### config.mk
export PLATFORM = sky130hd
export DESIGN_NAME = clkcfg_i2c_slave
export DESIGN_NICKNAME = d
export VERILOG_FILES = /design/src/rtl/clkcfg_i2c_slave.sv
export SDC_FILE = /design/constraint.sdc
export NUM_CORES = 1
export LEC_CHECK = 0
export BUFFER_PORTS_ARGS = -buffer_cell sky130_fd_sc_hd__buf_2
export CAP_MARGIN = 20
export CORE_UTILIZATION = 52
export DETAILED_ROUTE_END_ITERATION = 16
export GPL_TIMING_DRIVEN = 0
export HOLD_SLACK_MARGIN = 0.1
export PLACE_DENSITY = 0.75
export SLEW_MARGIN = 20
export SYNTH_ARGS = -nofsm -noshare
export SYNTH_HDL_FRONTEND = slang
export SYNTH_SLANG_ARGS = --single-unit
export TNS_END_PERCENT = 1
### constraint.sdc
create_clock -name clk -period 2.5 [get_ports clk]
set_input_delay 0 -clock clk [delete_from_list [all_inputs] [get_ports clk]]
set_output_delay 0 -clock clk [all_outputs]
set_load 0.05 [all_outputs]
### src/rtl/clkcfg_i2c_slave.sv
module clkcfg_i2c_slave #(
  parameter int         FILT_LEN  = 3,
  parameter logic [6:0] DEV_ADDR  = 7'h69,
  parameter logic [7:0] COUNT_VAL = 8'h06
) (
  input  logic        clk,
  input  logic        rst_n,
  input  logic        scl_i,
  input  logic        sda_i,
  output logic        sda_oe,
  input  logic [3:0]  sel_i,
  output logic [39:0] cfg_o
);
  localparam logic [2:0] S_IDLE = 3'd0, S_RX = 3'd1, S_RXACK = 3'd2, S_TX = 3'd3, S_TXACK = 3'd4;

  logic [1:0]          scl_sy, sda_sy;
  logic [FILT_LEN-1:0] scl_h, sda_h;
  logic                scl_f, sda_f, scl_d, sda_d;

  always_ff @(posedge clk or negedge rst_n)
    if (!rst_n) begin
      scl_sy <= '1; sda_sy <= '1; scl_h <= '1; sda_h <= '1;
      scl_f <= 1'b1; sda_f <= 1'b1; scl_d <= 1'b1; sda_d <= 1'b1;
    end else begin
      scl_sy <= {scl_sy[0], scl_i};
      sda_sy <= {sda_sy[0], sda_i};
      scl_h  <= {scl_h[FILT_LEN-2:0], scl_sy[1]};
      sda_h  <= {sda_h[FILT_LEN-2:0], sda_sy[1]};
      if (&scl_h) scl_f <= 1'b1; else if (~|scl_h) scl_f <= 1'b0;
      if (&sda_h) sda_f <= 1'b1; else if (~|sda_h) sda_f <= 1'b0;
      scl_d <= scl_f;
      sda_d <= sda_f;
    end

  logic scl_rise, scl_fall, start_c, stop_c;
  assign scl_rise = scl_f & ~scl_d;
  assign scl_fall = ~scl_f & scl_d;
  assign start_c  = scl_f & scl_d & sda_d & ~sda_f;
  assign stop_c   = scl_f & scl_d & ~sda_d & sda_f;

  logic [2:0]      st, idx;
  logic [3:0]      bitcnt, sel_q;
  logic [7:0]      shreg, tx_next;
  logic            addr_ph, rd_mode, ack_q, sel_done;
  logic [4:0][7:0] regs;

  always_comb
    case (idx)
      3'd0:    tx_next = COUNT_VAL;
      3'd6:    tx_next = {sel_q, 4'h0};
      3'd7:    tx_next = 8'h00;
      default: tx_next = regs[idx - 3'd1];
    endcase

  always_ff @(posedge clk or negedge rst_n)
    if (!rst_n) begin
      st <= S_IDLE; bitcnt <= '0; shreg <= '0; idx <= '0;
      addr_ph <= 1'b0; rd_mode <= 1'b0; ack_q <= 1'b0;
      sel_q <= '0; sel_done <= 1'b0;
      regs <= {{4{8'hFF}}, 8'h00};
    end else begin
      if (!sel_done) begin
        sel_q    <= sel_i;
        sel_done <= 1'b1;
      end
      if (start_c) begin
        st <= S_RX; bitcnt <= '0; idx <= '0;
        addr_ph <= 1'b1; rd_mode <= 1'b0; ack_q <= 1'b0;
      end else if (stop_c) begin
        st <= S_IDLE; ack_q <= 1'b0;
      end else
        case (st)
          S_RX:
            if (scl_rise) begin
              shreg  <= {shreg[6:0], sda_f};
              bitcnt <= bitcnt + 4'd1;
            end else if (scl_fall && bitcnt == 4'd8) begin
              bitcnt <= '0;
              if (addr_ph) begin
                if (shreg[7:1] == DEV_ADDR) begin
                  ack_q <= 1'b1; rd_mode <= shreg[0]; st <= S_RXACK;
                end else st <= S_IDLE;
              end else begin
                ack_q <= 1'b1; st <= S_RXACK;
                if (idx >= 3'd2 && idx <= 3'd6) regs[idx - 3'd2] <= shreg;
                if (idx != 3'd7) idx <= idx + 3'd1;
              end
            end
          S_RXACK:
            if (scl_fall) begin
              ack_q <= 1'b0; addr_ph <= 1'b0;
              if (addr_ph && rd_mode) begin
                shreg <= tx_next; idx <= 3'd1; st <= S_TX;
              end else st <= S_RX;
            end
          S_TX:
            if (scl_fall) begin
              if (bitcnt == 4'd7) begin
                bitcnt <= '0; st <= S_TXACK;
              end else begin
                shreg  <= {shreg[6:0], 1'b0};
                bitcnt <= bitcnt + 4'd1;
              end
            end
          S_TXACK:
            if (scl_rise) ack_q <= ~sda_f;
            else if (scl_fall) begin
              ack_q <= 1'b0;
              if (ack_q) begin
                shreg <= tx_next; st <= S_TX;
                if (idx != 3'd7) idx <= idx + 3'd1;
              end else st <= S_IDLE;
            end
          default: ;
        endcase
    end

  assign sda_oe = (st == S_RXACK && ack_q) || (st == S_TX && !shreg[7]);
  assign cfg_o  = regs;
endmodule

==> results of run 1 <==
## per-layer routing
layer | global-route usage [%] | vias up | part of all wire, %
met5 | 0 | - | 0
met4 | 10.3 | 0 | 1.8
met3 | 3.87 | 12 | 4.4
met2 | 36.9 | 89 | 47
met1 | 34.8 | 1521 | 46
li1 | - | 1370 | -
## layout by cell type (no fill, tap or decap), types with 6 or more instances in the layout
cell            n
a21oi_1        11
and3_1          7
buf_2          48
clkbuf_1        7
clkbuf_8       11
dfrtp_1        34
dfstp_2        46
dlygate4sd3_1   7
ha_1            7
inv_1          14
mux2_2         50
mux2i_1         6
mux4_2          8
nand2_1        11
nand3_1         8
nor2_1         12
nor2b_1         6
o21ai_0        17
o221ai_1        6
## cells in the mapped netlist, drive strengths merged (7+ instances only)
cell    instances  area share, %
mux2           50             14
dfstp          46             30
dfrtp          34             21
o21ai          17            2.1
nor2           15            1.4
inv            14            1.3
a21oi          13            1.6
nand2          11            1.0
clkbuf         10           0.92
nand3           9            1.2
mux4            8            4.4
and3            7            1.1
ha              7            2.2
## per-stage QoR
| stage | setup TNS (ps) | instance area (sq um) |
|---|---|---|
| detailed placement | -4690 | 4470 |
| global placement | -3600 | 4440 |
| global route | -559 | 4830 |
| finish | 0 | 4830 |
| CTS | -37.6 | 4790 |
| floorplan | 0 | 4080 |
## cell families (layout without fill, tap and decap cells)
| logic type | Yosys count | after routing | synth area share (%) |
|---|---|---|---|
| adders and majority gates | 7 | 7 | 2.15 |
| other | 1 | 1 | 0.0922 |
| AOI/OAI and AO/OA | 68 | 68 | 11.5 |
| xor gates and xnor gates | 4 | 4 | 0.861 |
| DFF | 80 | 80 | 50.6 |
| buffers and inverters | 28 | 102 | 3.01 |
| muxes | 64 | 64 | 19.7 |
| and+or+nand+nor | 79 | 79 | 12.0 |
## final cells by class
type,instances,share of cell area (%)
Multi-Input combinational cell,223,39.9
Sequential cell,80,42.6
Timing Repair Buffer,58,7.62
Tap cell,99,2.56
Clock inverter,5,1.32
Buffer,14,1.76
Clock buffer,11,3.13
Inverter,14,1.09
## registers in the layout (all words and copies together), names as in the netlist
name and count:
sel_done 1, scl_d 1, scl_h 3, scl_sy 2, sda_f 1, sda_sy 2, scl_f 1, ack_q 1
sda_h 3, bitcnt 4, addr_ph 1, cfg_o 40, shreg 8, rd_mode 1, sda_d 1, sel_q 4
st 3, idx 3
## how the worst max path moves through the flow
stage	startpoint	to	cells after the start
4_1_cts	bitcnt[0]	cfg_o[16]	8
3_3_place_gp	idx[0]	shreg[3]	9
5_1_grt	bitcnt[0]	cfg_o[4]	8
6_report	bitcnt[0]	cfg_o[4]	8
3_5_place_dp	idx[0]	shreg[3]	9
2_1_floorplan	idx[0]	shreg[3]	9
## repair_timing
action | in CTS | in global routing
resized for setup | 9 | 7
setup buffers | 1 | 1
hold buffers | 7 | 0
endpoints found under the hold margin | 59 | 0
setup endpoints to repair | 17 | 25
pin swaps | 1 | 1
## where the power goes
group / switching [W] / internal, W / leakage (nW)
clock: 0.000492 / 0.000523 / 0.106
combinational: 0.000967 / 0.000693 / 1.16
sequential: 0.000203 / 0.00146 / 0.913
==> qor.yml, run 1 <==
status: "complete, no violations"
gr-total-overflow: 0
rsz0062_at_grt: "true"
final_cells: 504
hold_viol: 0
synthFlopType: "dfstp_2"
cp_num_buf_inv: 2
htree_num_levels: 3
antenna_found_initial: 0
fillers: 574
post-place-ws_ps: -586
clk_pin_slew_ps: 90
cts_tree: "done"
synth_nets: 346
cts_buffers: 9
yosys_warnings: 0
p_total_w: 0.00434
synth-seq-cells: 80
cap_violations: 0
synth.avg_cell_area_sq_um: 12.3
hold_slack_ps: 121
max_freq_mhz: 403
drc: 0
die_h_um: 90.5
path_delay_family: "simple AND/OR/NAND/NOR gates"
cp.arrival_ps: 2720
portBuffers: 48
clkLatencyLatePin_ps: 360
synthArstFlopShare_pct: 100
fin_crit_sh_pct: 99.3
synth_edf_count: 0
fin_crit_ps: 2480
place_congestion: 0.853
drive_gt1_share_pct: 48.1
finClkSkew_ps: 10.3
num_vias: 2992
end_kind: "flop"
required_ps: 2740
crit_type: "flop to flop"
start_util_pct: 54.9
ff_latch_area_sq_um: 2060
grt_pass1_wl_um: 15200
crit_chain: "inv_1 -> ha_1 -> and3b_2 -> nand3_2 -> or3_1 -> buf_6 -> nor3_4 -> mux2_2"
io_pins: 49
ff2ff_setup_slack_ps: 20
die_w_um: 90.5
core_sq_um: 7410
grtUsageTotal_pct: 24.3
dr.pass1.iters: 6
final_util_pct: 65.2
tightest_slew_ps: 766
cpPeakStageDelay_ps: 450
drv_slew: 0
netlist_area_sq_um: 4070
via_per_inst: 5.94
crit_path_start_kind: "flop"
rows: 31
drt_iter0_markers: 171
r2r-end: "cfg_o[4]"
postSynthCellCount: 331
relSlewSlack_pct: 48.6
fin_nets: 415
grt_pass1_vias: 2939
min_path_type: "input port to asynchronous set/reset pin"
setup_slack_ps: 16.3
final-setup-viol-count: 0
ant_nets: 0
p_leak_nw: 2.18
dieArea_sq_um: 8180
dp_hpwl_um: 6400
routed_wl_um: 9210
cp_max_fo: 8
power.density_nw_per_um2: 899
ctsLongestPathBuffers: 2
ir_drop_uv: 471
root_buffer: "clkbuf_8"
ys_types: 58
insertedDiodeCount: 0
cp_slowest_cell: "nor3_4"
placed_cells: 479
multi_input_area_sq_um: 1930
post_drt_wl_per_cell_um: 18.3
seq_area_frac_synth_pct: 50.6
area_growth_syn_to_layout_pct: 18.7
r2r-start: "bitcnt[0]"
reg2regPathDepth: 8
grt_max_degree: 49
clock_sinks: 80
Note: power is estimated with default switching activity, not from simulation.
==> run 2, diff against run 1 <==
Settings changed: SETUP_SLACK_MARGIN set to 0.2.
==> run 2 against run 1 <==
Against the previous run: cell area up 0.75%; die area stayed put; combinational power up 6%; maximum frequency increased by 5.5%; hold slack gained 160 ps; sequential power is essentially flat; utilization grew 0.49 points; setup slack better by 130 ps.
==> qor.yml, run 2 (synthesis results as in run 1) <==
grtUsageTotal_pct: 24.3  # about the same
end_kind: "flop"  # unchanged
largest_reg_flops: 40  # unchanged
drt_iter0_markers: 263  # was 171
area_growth_syn_to_layout_pct: 19.6  # was 18.7%
rsz0062_at_grt: "true"  # unchanged
final-setup-viol-count: 0  # unchanged
portBuffers: 48  # unchanged
max_freq_mhz: 425  # was 403 MHz
final_cells: 514  # was 504
dp_hpwl_um: 6290  # was 6400 um
htree_num_levels: 3  # unchanged
post_drt_wl_per_cell_um: 18.3  # about the same
clkLatencyLatePin_ps: 360  # about the same
die_h_um: 90.5  # unchanged
r2r-start: "idx[0]"  # was bitcnt[0]
stdcell_area_sq_um: 4870  # was 4830 sq um
wl_met1_um: 4290  # was 4280 um
gr-total-overflow: 0  # unchanged
relSlewSlack_pct: 56.2  # was 48.6%
fin_crit_ps: 2350  # was 2480 ps
route.met3.wl_um: 484  # was 407 um
highest_layer: "met4"  # unchanged
io_pins: 49  # unchanged
root_buffer: "clkbuf_8"  # unchanged
wl_met2_um: 4500  # was 4360 um
cp.arrival_ps: 2610  # was 2720 ps
required_ps: 2750  # was 2740 ps
rows: 31  # unchanged
min_path_type: "input port to asynchronous set/reset pin"  # unchanged
grt_max_degree: 58  # was 49
drc: 0  # unchanged
setup-tns-final_ps: 0  # unchanged
place_congestion: 0.866  # was 0.853
fillers: 568  # was 574
dr.pass1.iters: 5  # was 6
routed_wl_um: 9420  # was 9210 um
via_per_inst: 5.90  # was 5.94
cts_buffers: 9  # unchanged
final_common_cell: "mux2_2"  # unchanged
ir_drop_uv: 446  # was 471 uV
final_util_pct: 65.7  # was 65.2%
drive_gt1_share_pct: 48.4  # was 48.1%
r2r-end: "shreg[3]"  # was cfg_o[4]
placed_cells: 479  # unchanged
grt_pass1_wl_um: 15300  # was 15200 um
ant_nets: 0  # unchanged
num_vias: 3034  # was 2992
status: "complete, no violations"  # unchanged
power.density_nw_per_um2: 878  # was 899 nW/um^2
final_cell_mix: "mux2_2, buf_2, dfstp_2, dfrtp_1, o21ai_0"  # unchanged
cp_max_fo: 10  # was 8
tightest_slew_ps: 653  # was 766 ps
dieArea_sq_um: 8180  # unchanged
crit_path_start_kind: "flop"  # unchanged
start_util_pct: 54.9  # unchanged
fin_nets: 425  # was 415
drv_slew: 0  # unchanged
clk_pin_slew_ps: 80  # was 90 ps
cap_violations: 0  # unchanged
core_sq_um: 7410  # unchanged
crit_type: "flop to flop"  # unchanged
p_leak_nw: 2.21  # was 2.18 nW
cts_tree: "done"  # unchanged
place_area_sq_um: 4470  # about the same
ctsLongestPathBuffers: 2  # unchanged
grt_pass1_vias: 3074  # was 2939
fin_crit_sh_pct: 94.1  # was 99.3%
finClkSkew_ps: 9.12  # was 10.3 ps
reg2regPathDepth: 9  # was 8
hold_viol: 0  # unchanged
die_w_um: 90.5  # unchanged
clock_sinks: 80  # unchanged
antenna_found_initial: 0  # unchanged
insertedDiodeCount: 0  # unchanged
ff2ff_setup_slack_ps: 150  # was 20 ps
-- run 2: worst max-delay path by stage --
stage / start / endpoint / slack (ps) / cells past startpoint
floorplan: idx[0] / shreg[3] / 210 / 9
global placement: idx[0] / shreg[3] / -270 / 9
detailed placement: idx[0] / shreg[7] / -300 / 10
CTS: idx[0] / shreg[3] / 40 / 9
global route: idx[0] / shreg[3] / 80 / 9
finish: idx[0] / shreg[3] / 150 / 9
-- run 2: area by class of cell --
class | instances | area (sq um) | area share (%)
buffer | 14 | 88.8 | 1.83
timing repair buffer | 68 | 445 | 9.15
inverter | 14 | 52.6 | 1.08
sequential | 80 | 2060 | 42.3
tap | 99 | 124 | 2.55
clock buffer | 12 | 145 | 2.98
multi-input combinational | 223 | 1930 | 39.6
clock inverter | 4 | 22.5 | 0.463
-- run 2: metrics by stage --
step	power, W	hold slack [ps]	setup WS [ps]
2_1_floorplan	0.00279	-296	206
5_1_grt	0.00451	276	82.4
4_1_cts	0.00416	267	40.5
6_report	0.00427	286	147
3_5_place_dp	0.00321	-78.2	-302
3_3_place_gp	0.00315	105	-271
-- run 2: layer usage --
layer | vias up | global-route usage, %
met1 | 1527 | 33.0
met3 | 16 | 4.55
met2 | 96 | 38.2
met5 | - | 0
met4 | 0 | 11.0
li1 | 1395 | -
-- run 2: timing repair --
action / 4_1_cts / 5_1_grt
hold buffers: 8 / 0
setup endpoints to repair: 50 / 52
setup buffers: 6 / 5
pin swaps: 4 / 3
gates resized for setup: 7 / 12
endpoints found under the hold margin: 54 / 0
-- run 2: worst max-delay path: stages (launching register included) --
cell and delay, ps:
dfrtp_1 370, buf_4 190, buf_6 190, inv_1 90, ha_1 300, buf_6 180
mux4_2 310, a221oi_1 270, a21oi_1 70, mux2_2 270
-- run 2: power breakdown --
group	switching [W]	total, W	internal (W)
sequential	0.000200	0.00166	0.00146
clock	0.000462	0.000845	0.000383
combinational	0.000988	0.00176	0.000774
==> run 3, diff against run 2 <==
Settings changed: PLACE_DENSITY 0.75 to 0.77, SETUP_SLACK_MARGIN 0.2 to 0.3.
==> run 3 against run 2 <==
Against the previous run: critical path depth is the same; highest routed layer unchanged; setup slack improved by 61 ps; sequential cell count did not move.
==> qor.yml, run 3 (synthesis results as in run 1) <==
status: "complete, no violations"  # unchanged
finClkSkew_ps: 9.49  # was 9.12 ps
die_w_um: 90.5  # unchanged
clock_sinks: 80  # unchanged
final-setup-viol-count: 0  # unchanged
final_common_cell: "mux2_2"  # unchanged
rows: 31  # unchanged
drc: 0  # unchanged
p_leak_nw: 2.23  # was 2.21 nW
antenna_found_initial: 0  # unchanged
grt_pass1_wl_um: 15100  # was 15300 um
clk_pin_slew_ps: 80  # about the same
ff2ff_setup_slack_ps: 210  # was 150 ps
post_drt_wl_per_cell_um: 17.7  # was 18.3 um
hold_viol: 0  # unchanged
cp_max_fo: 10  # unchanged
crit_type: "flop to flop"  # unchanged
final_util_pct: 66.4  # was 65.7%
tightest_slew_ps: 598  # was 653 ps
post-place-ws_ps: -153  # was -302 ps
final_cell_mix: "mux2_2, buf_2, dfstp_2, dfrtp_1, o21ai_0"  # unchanged
clkLatencyLatePin_ps: 350  # was 360 ps
drv_slew: 0  # unchanged
power.density_nw_per_um2: 889  # was 878 nW/um^2
rsz0062_at_grt: "true"  # unchanged
htree_num_levels: 3  # unchanged
portBuffers: 48  # unchanged
num_vias: 3061  # was 3034
grtUsageTotal_pct: 23.9  # was 24.3%
drt_iter0_markers: 201  # was 263
dieArea_sq_um: 8180  # unchanged
start_util_pct: 54.9  # unchanged
grt_max_degree: 61  # was 58
via_per_inst: 5.94  # was 5.90
place_congestion: 0.877  # was 0.866
fin_nets: 426  # was 425
fin_crit_ps: 2290  # was 2350 ps
fin_crit_sh_pct: 91.7  # was 94.1%
routed_wl_um: 9100  # was 9420 um
root_buffer: "clkbuf_8"  # unchanged
fillers: 569  # was 568
min_path_type: "input port to asynchronous set/reset pin"  # unchanged
insertedDiodeCount: 0  # unchanged
cts_tree: "done"  # unchanged
area_growth_syn_to_layout_pct: 20.8  # was 19.6%
dp_hpwl_um: 6040  # was 6290 um
end_kind: "flop"  # unchanged
r2r-start: "idx[0]"  # unchanged
gr-total-overflow: 0  # unchanged
ctsLongestPathBuffers: 2  # unchanged
die_h_um: 90.5  # unchanged
reg2regPathDepth: 9  # unchanged
ir_drop_uv: 493  # was 446 uV
ant_nets: 0  # unchanged
setup_slack_ps: 208  # was 147 ps
r2r-end: "shreg[3]"  # unchanged
max_freq_mhz: 436  # was 425 MHz
crit_path_start_kind: "flop"  # unchanged
required_ps: 2740  # was 2750 ps
io_pins: 49  # unchanged
dr.pass1.iters: 5  # unchanged
core_sq_um: 7410  # unchanged
grt_pass1_vias: 3057  # was 3074
cap_violations: 0  # unchanged
drive_gt1_share_pct: 48.6  # was 48.4%
relSlewSlack_pct: 59.9  # was 56.2%
cts_buffers: 9  # unchanged
largest_reg_flops: 40  # unchanged
cp.arrival_ps: 2530  # was 2610 ps
-- run 3: cell types whose count changed in the layout (fill, tap and decap cells not counted), sizes merged --
| cell | before | now |
|---|---|---|
| buf | 66 | 67 |
| bufinv | 0 | 1 |
| clkinvlp | 1 | 0 |
-- run 3: how the worst max path moves through the flow --
stage,start,endpoint,slack [ps],cells after the start
finish,idx[0],shreg[3],210,9
global route,idx[0],shreg[3],90,9
CTS,sda_f,shreg[1],250,7
detailed placement,idx[0],shreg[7],-150,9
global placement,idx[0],shreg[7],-110,9
floorplan,idx[0],shreg[3],310,9
-- run 3: critical path, cell delays in order (launching register included) --
cell and delay, ps:
dfrtp_1 390, buf_8 160, buf_8 150, inv_1 80
ha_1 320, buf_8 160, mux4_2 310, a221oi_2 280
a21oi_1 60, mux2_2 260
-- run 3: routing by layer --
layer / global-route usage, % / share of wire [%] / up-vias
li1: - / - / 1403
met1: 31.4 / 44 / 1526
met2: 38.9 / 48 / 111
met3: 5.39 / 6.0 / 21
met4: 8.47 / 1.8 / 0
met5: 0 / 0 / -
-- run 3: report_power, final --
group          leakage (nW)  total (W)  internal (W)  switching (W)
clock network        0.0943   0.000918      0.000462       0.000456
logic                  1.22    0.00179      0.000803       0.000984
registers             0.913    0.00166       0.00146       0.000201
-- run 3: cell type report --
class	count	area (sq um)	area share, %
clock inverters	4	48.8	0.992
multi-input cells	223	1940	39.5
flip-flops and latches	80	2060	41.9
plain buffers	14	104	2.11
well taps	99	124	2.52
inverters	14	52.6	1.07
clock buffers	12	135	2.75
repair buffers	69	453	9.21
-- run 3: per-stage QoR --
stage / TNS (ps) / total power, W / std cells / instance area, sq um / hold WS, ps
after CTS: 0 / 0.00430 / 514 / 4890 / 282
after detailed placement: -557 / 0.00322 / 479 / 4490 / -91.6
after global placement: -395 / 0.00318 / 478 / 4460 / 105
final: 0 / 0.00437 / 515 / 4920 / 296
after floorplan: 0 / 0.00283 / 331 / 4100 / -296
after global routing: 0 / 0.00462 / 515 / 4920 / 280
-- run 3: timing repair --
| item | CTS | global route |
|---|---|---|
| setup buffers | 11 | 1 |
| hold buffers | 8 | 0 |
| endpoints found under the hold margin | 54 | 0 |
| setup endpoints to repair | 51 | 51 |
| pin swaps | 7 | 2 |
| resized for setup | 13 | 6 |
